File: src/rtl/hpt_pkg.sv
package hpt_pkg;

   typedef enum logic [1:0] {
      WK_IDLE  = 2'd0,
      WK_READ  = 2'd1,
      WK_CHECK = 2'd2
   } walk_st_e;

endpackage

File: src/rtl/hpt_hash.sv
module hpt_hash #(
   parameter int SLOT_BITS = 6,
   parameter int PLO_W     = 6
) (
   input  logic [SLOT_BITS-1:0] vpn_lo,
   input  logic [PLO_W-1:0]     pid_lo,
   output logic [SLOT_BITS-1:0] slot_pri,
   output logic [SLOT_BITS-1:0] slot_alt
);

   logic [SLOT_BITS-1:0] pid_ext;

   generate
      if (PLO_W > SLOT_BITS) begin : g_bad
         $error("hpt_hash: PLO_W must not exceed SLOT_BITS");
      end else if (PLO_W == SLOT_BITS) begin : g_same
         assign pid_ext = pid_lo;
      end else begin : g_pad
         assign pid_ext = {{(SLOT_BITS-PLO_W){1'b0}}, pid_lo};
      end
   endgenerate

   always_comb begin
      slot_pri = vpn_lo ^ pid_ext;
      slot_alt = ~slot_pri;
   end

endmodule

File: src/rtl/hpt_match.sv
module hpt_match #(
   parameter int VPN_W = 20,
   parameter int PID_W = 8,
   parameter int PPN_W = 16,
   localparam int WORD_W = 1 + PID_W + VPN_W + PPN_W
) (
   input  logic [WORD_W-1:0] word,
   input  logic [VPN_W-1:0]  want_vpn,
   input  logic [PID_W-1:0]  want_pid,
   output logic              hit,
   output logic [PPN_W-1:0]  ppn
);

   localparam int PPN_LO = 0;
   localparam int VPN_LO = PPN_W;
   localparam int PID_LO = PPN_W + VPN_W;
   localparam int VLD_B  = WORD_W - 1;

   logic             w_valid;
   logic [PID_W-1:0] w_pid;
   logic [VPN_W-1:0] w_vpn;

   always_comb begin
      w_valid = word[VLD_B];
      w_pid   = word[PID_LO +: PID_W];
      w_vpn   = word[VPN_LO +: VPN_W];
      ppn     = word[PPN_LO +: PPN_W];
      hit     = w_valid && (w_pid == want_pid) && (w_vpn == want_vpn);
   end

endmodule

File: src/rtl/hpt_seq.sv
module hpt_seq
   import hpt_pkg::*;
#(
   parameter int SLOT_BITS    = 6,
   parameter int SLOT_ENTRIES = 8,
   parameter int VPN_W        = 20,
   parameter int PID_W        = 8,
   parameter int PPN_W        = 16,
   localparam int IDX_W  = $clog2(SLOT_ENTRIES),
   localparam int ADDR_W = SLOT_BITS + IDX_W
) (
   input  logic                 clk,
   input  logic                 rst_n,
   input  logic                 req_valid,
   input  logic [VPN_W-1:0]     req_vpn,
   input  logic [PID_W-1:0]     req_pid,
   input  logic [SLOT_BITS-1:0] slot_pri,
   input  logic [SLOT_BITS-1:0] slot_alt,
   input  logic                 entry_hit,
   input  logic [PPN_W-1:0]     entry_ppn,
   output logic [VPN_W-1:0]     lat_vpn,
   output logic [PID_W-1:0]     lat_pid,
   output logic                 busy,
   output logic                 mem_rd_en,
   output logic [ADDR_W-1:0]    mem_addr,
   output logic                 resp_valid,
   output logic                 resp_hit,
   output logic [PPN_W-1:0]     resp_ppn
);

   localparam int            MAX_RD = 2 * SLOT_ENTRIES;
   localparam int            CNT_W  = $clog2(MAX_RD + 1);
   localparam logic [IDX_W-1:0] LAST_IDX = IDX_W'(SLOT_ENTRIES - 1);

   walk_st_e         state;
   logic [IDX_W-1:0] idx;
   logic             on_alt;
   logic [CNT_W-1:0] rd_cnt;

   always_ff @(posedge clk) begin
      if (!rst_n) begin
         state      <= WK_IDLE;
         idx        <= '0;
         on_alt     <= 1'b0;
         rd_cnt     <= '0;
         lat_vpn    <= '0;
         lat_pid    <= '0;
         resp_valid <= 1'b0;
         resp_hit   <= 1'b0;
         resp_ppn   <= '0;
      end else begin
         resp_valid <= 1'b0;
         case (state)
            WK_IDLE: begin
               if (req_valid) begin
                  lat_vpn <= req_vpn;
                  lat_pid <= req_pid;
                  idx     <= '0;
                  on_alt  <= 1'b0;
                  rd_cnt  <= '0;
                  state   <= WK_READ;
               end
            end
            WK_READ: begin
               rd_cnt <= rd_cnt + CNT_W'(1);
               state  <= WK_CHECK;
            end
            WK_CHECK: begin
               if (entry_hit) begin
                  resp_valid <= 1'b1;
                  resp_hit   <= 1'b1;
                  resp_ppn   <= entry_ppn;
                  state      <= WK_IDLE;
               end else if (idx == LAST_IDX) begin
                  if (!on_alt) begin
                     on_alt <= 1'b1;
                     idx    <= '0;
                     state  <= WK_READ;
                  end else begin
                     resp_valid <= 1'b1;
                     resp_hit   <= 1'b0;
                     resp_ppn   <= '0;
                     state      <= WK_IDLE;
                  end
               end else begin
                  idx   <= idx + IDX_W'(1);
                  state <= WK_READ;
               end
            end
            default: state <= WK_IDLE;
         endcase
      end
   end

   always_comb begin
      busy      = (state != WK_IDLE);
      mem_rd_en = (state == WK_READ);
      mem_addr  = {(on_alt ? slot_alt : slot_pri), idx};
   end


   rd_gap_chk: assert property (@(posedge clk) disable iff (!rst_n)
      mem_rd_en |=> !mem_rd_en);


   miss_after_all_chk: assert property (@(posedge clk) disable iff (!rst_n)
      (resp_valid && !resp_hit) |-> (rd_cnt == CNT_W'(MAX_RD)));


   rd_bound_chk: assert property (@(posedge clk) disable iff (!rst_n)
      rd_cnt <= CNT_W'(MAX_RD));


   resp_pulse_chk: assert property (@(posedge clk) disable iff (!rst_n)
      resp_valid |=> !resp_valid);

endmodule

File: src/rtl/hpt_walker.sv
module hpt_walker #(
   parameter int SLOT_BITS    = 6,
   parameter int SLOT_ENTRIES = 8,
   parameter int VPN_W        = 20,
   parameter int PID_W        = 8,
   parameter int PPN_W        = 16,
   localparam int IDX_W  = $clog2(SLOT_ENTRIES),
   localparam int ADDR_W = SLOT_BITS + IDX_W,
   localparam int WORD_W = 1 + PID_W + VPN_W + PPN_W
) (
   input  logic              clk,
   input  logic              rst_n,
   input  logic              req_valid,
   input  logic [VPN_W-1:0]  req_vpn,
   input  logic [PID_W-1:0]  req_pid,
   output logic              busy,
   output logic              resp_valid,
   output logic              resp_hit,
   output logic [PPN_W-1:0]  resp_ppn,
   output logic              mem_rd_en,
   output logic [ADDR_W-1:0] mem_addr,
   input  logic [WORD_W-1:0] mem_rdata
);

   localparam int PLO_W = (PID_W < SLOT_BITS) ? PID_W : SLOT_BITS;

   generate
      if (SLOT_ENTRIES < 2 || (1 << IDX_W) != SLOT_ENTRIES) begin : g_bad_entries
         $error("hpt_walker: SLOT_ENTRIES must be a power of two >= 2");
      end
      if (VPN_W < SLOT_BITS || SLOT_BITS < 1) begin : g_bad_slots
         $error("hpt_walker: SLOT_BITS must be in 1..VPN_W");
      end
   endgenerate

   logic [VPN_W-1:0]     lat_vpn;
   logic [PID_W-1:0]     lat_pid;
   logic [SLOT_BITS-1:0] slot_pri;
   logic [SLOT_BITS-1:0] slot_alt;
   logic                 entry_hit;
   logic [PPN_W-1:0]     entry_ppn;

   hpt_hash #(
      .SLOT_BITS (SLOT_BITS),
      .PLO_W     (PLO_W)
   ) u_hash (
      .vpn_lo   (lat_vpn[SLOT_BITS-1:0]),
      .pid_lo   (lat_pid[PLO_W-1:0]),
      .slot_pri (slot_pri),
      .slot_alt (slot_alt)
   );

   hpt_match #(
      .VPN_W (VPN_W),
      .PID_W (PID_W),
      .PPN_W (PPN_W)
   ) u_match (
      .word     (mem_rdata),
      .want_vpn (lat_vpn),
      .want_pid (lat_pid),
      .hit      (entry_hit),
      .ppn      (entry_ppn)
   );

   hpt_seq #(
      .SLOT_BITS    (SLOT_BITS),
      .SLOT_ENTRIES (SLOT_ENTRIES),
      .VPN_W        (VPN_W),
      .PID_W        (PID_W),
      .PPN_W        (PPN_W)
   ) u_seq (
      .clk        (clk),
      .rst_n      (rst_n),
      .req_valid  (req_valid),
      .req_vpn    (req_vpn),
      .req_pid    (req_pid),
      .slot_pri   (slot_pri),
      .slot_alt   (slot_alt),
      .entry_hit  (entry_hit),
      .entry_ppn  (entry_ppn),
      .lat_vpn    (lat_vpn),
      .lat_pid    (lat_pid),
      .busy       (busy),
      .mem_rd_en  (mem_rd_en),
      .mem_addr   (mem_addr),
      .resp_valid (resp_valid),
      .resp_hit   (resp_hit),
      .resp_ppn   (resp_ppn)
   );


   resp_not_busy_chk: assert property (@(posedge clk) disable iff (!rst_n)
      resp_valid |-> !busy);


   rd_only_busy_chk: assert property (@(posedge clk) disable iff (!rst_n)
      mem_rd_en |-> busy);


   hit_source_chk: assert property (@(posedge clk) disable iff (!rst_n)
      (resp_valid && resp_hit) |-> ($past(entry_hit) && resp_ppn == $past(entry_ppn)));

endmodule

File: config.mk
export PLATFORM = sky130hd
export DESIGN_NAME = hpt_walker
export DESIGN_NICKNAME = d
export VERILOG_FILES = /design/src/rtl/hpt_pkg.sv /design/src/rtl/hpt_hash.sv /design/src/rtl/hpt_match.sv /design/src/rtl/hpt_seq.sv /design/src/rtl/hpt_walker.sv
export SDC_FILE = /design/constraint.sdc
export NUM_CORES = 1
export LEC_CHECK = 0
export BUFFER_PORTS_ARGS = -buffer_cell sky130_fd_sc_hd__buf_2
export CAP_MARGIN = 20
export CORE_MARGIN = 2
export CORE_UTILIZATION = 45
export DETAILED_ROUTE_END_ITERATION = 8
export PLACE_DENSITY = 0.76
export SYNTH_ARGS = -nofsm -noshare
export SYNTH_HDL_FRONTEND = slang
export SYNTH_SLANG_ARGS = --single-unit
File: constraint.sdc
create_clock -name clk -period 2.4 [get_ports clk]
set_input_delay 0.72 -clock clk [delete_from_list [all_inputs] [get_ports clk]]
set_output_delay 0.72 -clock clk [all_outputs]
set_load 0.02 [all_outputs]
# == Word level (Yosys, flattened, before mapping) ==
# Cells that the tools add are included.
# word_totals
regBits,52
input_bits,76
output_inout_bits,29
word_cells,56
# op_classes
add_sub_neg,1
n_eq_ne,9
muxes,24
bitwise,2
n_reduce_logical,12
# ops
cell,count
16-bit 2-to-1 mux,3
20-bit equality test,1
3-bit 2-to-1 mux,4
1-bit 2-to-1 mux,11
8-bit equality test,1
4-bit AND reduction,2
2-bit nonzero test,4
6-bit 2-to-1 mux,1
6-bit NOT,1
2-bit case mux with 3 select lines,1
3-bit case mux with 2 select lines,1
6-bit XOR,1
2-bit 2-to-1 mux,2
"2-bit != test, second input constant",2
2-bit AND reduction,2
"3-bit by 1-bit adder with 3-bit output, second input constant",1
"3-bit equality test, second input constant",1
"3-bit != test, second input constant",1
3-bit AND reduction,1
"2-bit by 1-bit equality test with 1-bit output, second input constant",1
"2-bit equality test, second input constant",1
1-bit logical AND,2
2-bit zero test,1
"2-bit by 1-bit != test with 1-bit output, second input constant",1
1-bit case mux with 2 select lines,1

# == Longest topological paths before layout ==
# logic_depth
depth_word,5
mapped_depth,7
depth_no_buf,6

# == Modules after synthesis ==
# From an unflattened synthesis, not the netlist that was laid out.
# unflattened
hier_cells,310
hier_area_um2,2763.9
# by_module_without_submodules
mod,instances,cells_each,area_per_inst_um2,seq_area_each_um2
hpt_seq,1,244,2219.6,1041.0
hpt_match,1,54,439.2,0.0
hpt_hash,1,12,105.1,0.0

# == Worst setup path before layout ==
# Ideal clock, no wire load.
# synth_timing
path_type,input-to-reg
startpoint,input port mem_rdata[16]
endpoint,register u_seq.resp_ppn[0]
setup_time_ps,128
arrival_time_ps,1813
t_required_ps,2272
setup_slack_ps,459
stages,7
n_path_buf,1
path_cell_list,xnor2_1 nand4_1 nor4_4 nand4_2 buf_6 mux2i_1 nor2_1
# synth_via
elab_chain_cells,4
elab_cells_between_ends,6
classes_between,eq/ne: 1; mux: 1; reduce/logical: 4
# synth_rtl
item,line_no,rtl
from (decl),hpt_walker.sv:22,input logic [WORD_W-1:0] mem_rdata
20-bit equality test (*),hpt_match.sv:28,hit = w_valid && (w_pid == want_pid) && (w_vpn == want_vpn);
1-bit logical AND (*),hpt_match.sv:28,
2-bit nonzero test (no source line),-,
3-bit AND reduction (no source line),-,
to (signal assigned),hpt_seq.sv:72,resp_ppn <= entry_ppn;
to (decl),hpt_seq.sv:28,output logic [PPN_W-1:0] resp_ppn
# Every way passes the cells marked *; elsewhere a longest branch is shown, timed or not.
# A chain may end at the register's enable or synchronous reset.

# == Worst setup path in the final report ==
# layout_timing
startpoint,register u_seq.on_alt
endpoint,output port mem_addr[7]
# layout_via
elab_chain_cells,1
# layout_rtl
item,line_no,rtl
from (decl),hpt_seq.sv:37,logic on_alt;
from (signal assigned),hpt_seq.sv:44,on_alt <= 1'b0;
from (signal assigned),hpt_seq.sv:59,on_alt <= 1'b0;
from (signal assigned),hpt_seq.sv:76,on_alt <= 1'b1;
6-bit 2-to-1 mux,hpt_seq.sv:98,"mem_addr = {(on_alt ? slot_alt : slot_pri), idx};"
to (decl),hpt_walker.sv:21,"output logic [ADDR_W-1:0] mem_addr,"
# No other way between the ends.

==> flow_summary_export.csv <==
group,metric,value,unit
run_status,run_status,"complete, no violations",
floorplanning,floorplan.core_area,5439,um2
clock_network,sinks_on_clock_net,52,
finish,nNetsFinal,472,
route,routed_via_density,4.850,
worst_setup_path,critPathLaunchType,"register",
timing,timing.fmax,464.5,MHz
worst_hold_path,min_delay_path_class,"register to register",
synth,count_of_cell_types_in_the_netlist,32,
pwr,power.ir.vdd_worst,0.4076,mV
worst_setup_path,cp_data_arrival_time,1.43,ns
timing,min_period_over_period,89.71,%
floorplanning,die_w,78.57,um
worst_setup_path,slowest_stage,"dfxtp_1",
placement,gp_congestion,0.8378,
pwr,switching_power,0.0004784,W
clock_network,hold_buffers,0,
timing,worst_slew_pin_slew,0.4562,ns
pwr,powerDensity,549.6,nW/um2
pwr,total_leakage_power,1.558,nW
pwr,sw_share,27.28,%
clock_network,clk_pin_slew,0.09,ns
synth,synth_warnings,0,
clock_network,clock_insertion_delay_worst_skew,0.30,ns
timing,slew_headroom,69.54,%
grt,grt_busiest_layer,"met2",
finish,final_util,58.66,%
worst_setup_path,path_buf_inv,1,
worst_setup_path,nature_of_the_critical_path_endpoint,"output port",
floorplanning,die_area,6173,um2
timing,post-route-min-period,2.153,ns
grt,globalRouteMet3Util,3.678,%
worst_setup_path,worstPathMaxFanout,8,
grt,antenna_found_initial,0,
finish,most-common-layout-cells,"buf_2 (104), nand2_1 (62), dfxtp_1 (52)",
synth,multiplexer_share_of_the_synthesized_area,7.000,%
timing,final-hold-violation-count,0,
synth,synth-compound-area-share,9.000,%
worst_setup_path,crit_start,"u_seq.on_alt$_SDFFE_PN0P_",
placement,portBuffers,104,
synth,flip_flop_cell_with_the_highest_count_after_synthesis,"dfxtp_1",
worst_setup_path,critPathTopFamily,"flip-flops",
synth,ys_seq_area_share,41.60,%
grt,pin_count_of_the_biggest_net_entering_global_routing,33,
synth,synth_top_family_by_area,"simple AND/OR/NAND/NOR gates",
worst_setup_path,regToRegStartpoint,"u_seq.lat_pid[0]$_SDFFE_PN0P_",
timing,finClkSkew,0.008045,ns
pwr,seq_power_share,53.1,%
route,drtPass1Iterations,4,
worst_setup_path,crit_path_frequent_cell,"xnor2_1",
clock_network,cts-htree-levels,2,
route,vias,2265,
synth,synth_area,2502,um2
grt,first_pass_grt_wire_length,9453,um
placement,dp_hpwl,4366,um
floorplanning,io_pins,105,
grt,grt_pass1_vias,2145,
pwr,internal_power,0.001275,W
finish,areaGrowthSynthToFinish,27.50,%
grt,globalRouteOverflowTotal,0,
finish,layout-drive-gt1-share,32.91,%
worst_setup_path,crit_path_max_incr_delay,0.61,ns
grt,track_usage,19.02,%
synth,synth_fp_nets,370,
grt,groute.layer.met2.usage,32.14,%
route,drc,0,
synth,synth-edff-count,0,
route,dr.first_iter.drc_count,116,
clock_network,tritoncts,"yes",
finish,n_antenna_cell,0,
worst_setup_path,cp_data_required_time,1.68,ns
synth,ys_ff_latch,52,
floorplanning,chipHeight,78.57,um
clock_network,max-clock-path-buffers,2,
synth,syn_area_per_cell,8.570,um2
timing,unrepaired_setup_endpoints_after_global_routing,"no",
synth,synth-simple-area-share,24.05,%
floorplanning,rows,27,
worst_setup_path,path_class,"register to output port",
timing,setup_viol,0,
synth,syn-instance-count,292,
synth,yosys.area_share.xor_xnor,13.10,%
floorplanning,initial_core_util,46.01,%
clock_network,ctsResizeCount,0,
timing,timing.final.max_slew_violations,0,
route,avgRoutedWirePerCell,12.44,um
clock_network,cts_inserted_buffers,5,
finish,layout_commonest_cell,"buf_2",
worst_setup_path,crit_path_cell_trace,"xnor2_1, xnor2_1, buf_2",
pwr,combinational_power_share,17.9,%
route,drt_wl_total,5809,um
route,ant_nets_after_route,0,
pwr,power.clock.fraction,29.0,%
run,drv_cap,0,
worst_hold_path,hold_path.startpoint,"u_seq.lat_vpn[18]$_SDFFE_PN0P_",
timing,setup_total_negative_slack,0,ns
clock_network,clock-root-buffer,"clkbuf_8",
synth,yosys.area_share.adder,1.000,%
synth,postSynth.asyncResetShare,0,%
grt,gr-usage-met1,23.72,%
clock_network,postCtsSetupRepairBufs,0,
==> power groups by stage <==
stage	Clock, W	Sequential (W)	Combinational [W]
finish	0.000508	0.000931	0.000314
CTS	0.000529	0.000931	0.000317
global route	0.000554	0.000936	0.000347
detailed placement	0	0.000952	0.000316
global placement	0	0.000950	0.000312
floorplan	0	0.000941	0.000198
==> cells by family after synthesis <==
family,Yosys count
fa+ha+maj,2
simple gates,123
mux,17
xor+xnor,34
flops,52
buf+inv,24
compound gates,40
==> metal layers <==
layer | vias up | share of wire (%) | routed length (um)
li1 | 1166 | - | -
met1 | 1036 | 45 | 2587
met2 | 54 | 49 | 2829
met3 | 9 | 4.8 | 277
met4 | 0 | 2.0 | 115
met5 | - | 0 | 0
==> cell usage after synthesis, types with 2 or more instances <==
library cell  instances  area, um2
a21oi_1              32      160.2
a221oi_1              2      17.52
and2_1               18      112.6
buf_6                 2      22.52
clkbuf_1             12      45.04
dfxtp_1              52       1041
ha_1                  2      25.02
inv_1                 9      33.78
mux2i_1              16      160.2
nand2_1              62      232.7
nand3_1               2      10.01
nand4_1               6      37.54
nor2_1               21      78.83
nor2b_1               3      18.77
nor3_1                3      15.01
nor4_4                2      42.54
o22ai_1               2      12.51
xnor2_1              28      245.2
xnor2_2               4      65.06
xor2_1                2      17.52
==> path summary, 6_finish.rpt <==
check                                   endpoint  cells past startpoint  slack (ns)
setup reg to reg  u_seq.resp_ppn[2]$_SDFFE_PN0P_                      7        0.59
hold / removal    u_seq.lat_vpn[18]$_SDFFE_PN0P_                      2        0.46
setup / recovery                     mem_addr[7]                      3        0.25
hold reg to reg   u_seq.lat_vpn[18]$_SDFFE_PN0P_                      2        0.46
==> flip-flops by register name, indices dropped and copies added (netlist names) <==
signal	flops
u_seq.resp_hit	1
u_seq.lat_vpn	20
u_seq.idx	3
u_seq.resp_ppn	16
u_seq.lat_pid	8
u_seq.on_alt	1
u_seq.state	2
u_seq.resp_valid	1
==> final cells by class <==
cell class	instances	area, um2
Clock inverter	2	10.01
Tap cell	72	90.09
Timing Repair Buffer	110	578.1
Multi-Input combinational cell	216	1355
Inverter	9	33.78
Sequential cell	52	1041
Clock buffer	6	82.58
Fill cell	534	2248
==> worst reg2reg max path, stage by stage, from the launching register on <==
cell,delay [ns]
dfxtp_1,0.43
xnor2_1,0.14
nand3_1,0.15
nor4_4,0.38
nand4_2,0.18
buf_12,0.21
mux2i_1,0.16
nor2_1,0.05
==> stage by stage <==
| step | setup WS (ns) | cell area [um2] | hold WS, ns | std cells | total power, W |
|---|---|---|---|---|---|
| after floorplan | 0.4589 | 2502 | 0.4363 | 292 | 0.001139 |
| after global placement | 0.1933 | 3098 | 0.4465 | 459 | 0.001262 |
| after detailed placement | 0.1315 | 3098 | 0.4465 | 459 | 0.001268 |
| after CTS | 0.2318 | 3191 | 0.4603 | 467 | 0.001778 |
| after global routing | 0.1742 | 3191 | 0.4730 | 467 | 0.001837 |
| final | 0.2470 | 3191 | 0.4607 | 467 | 0.001753 |
Power figures use the tool's default switching activity.
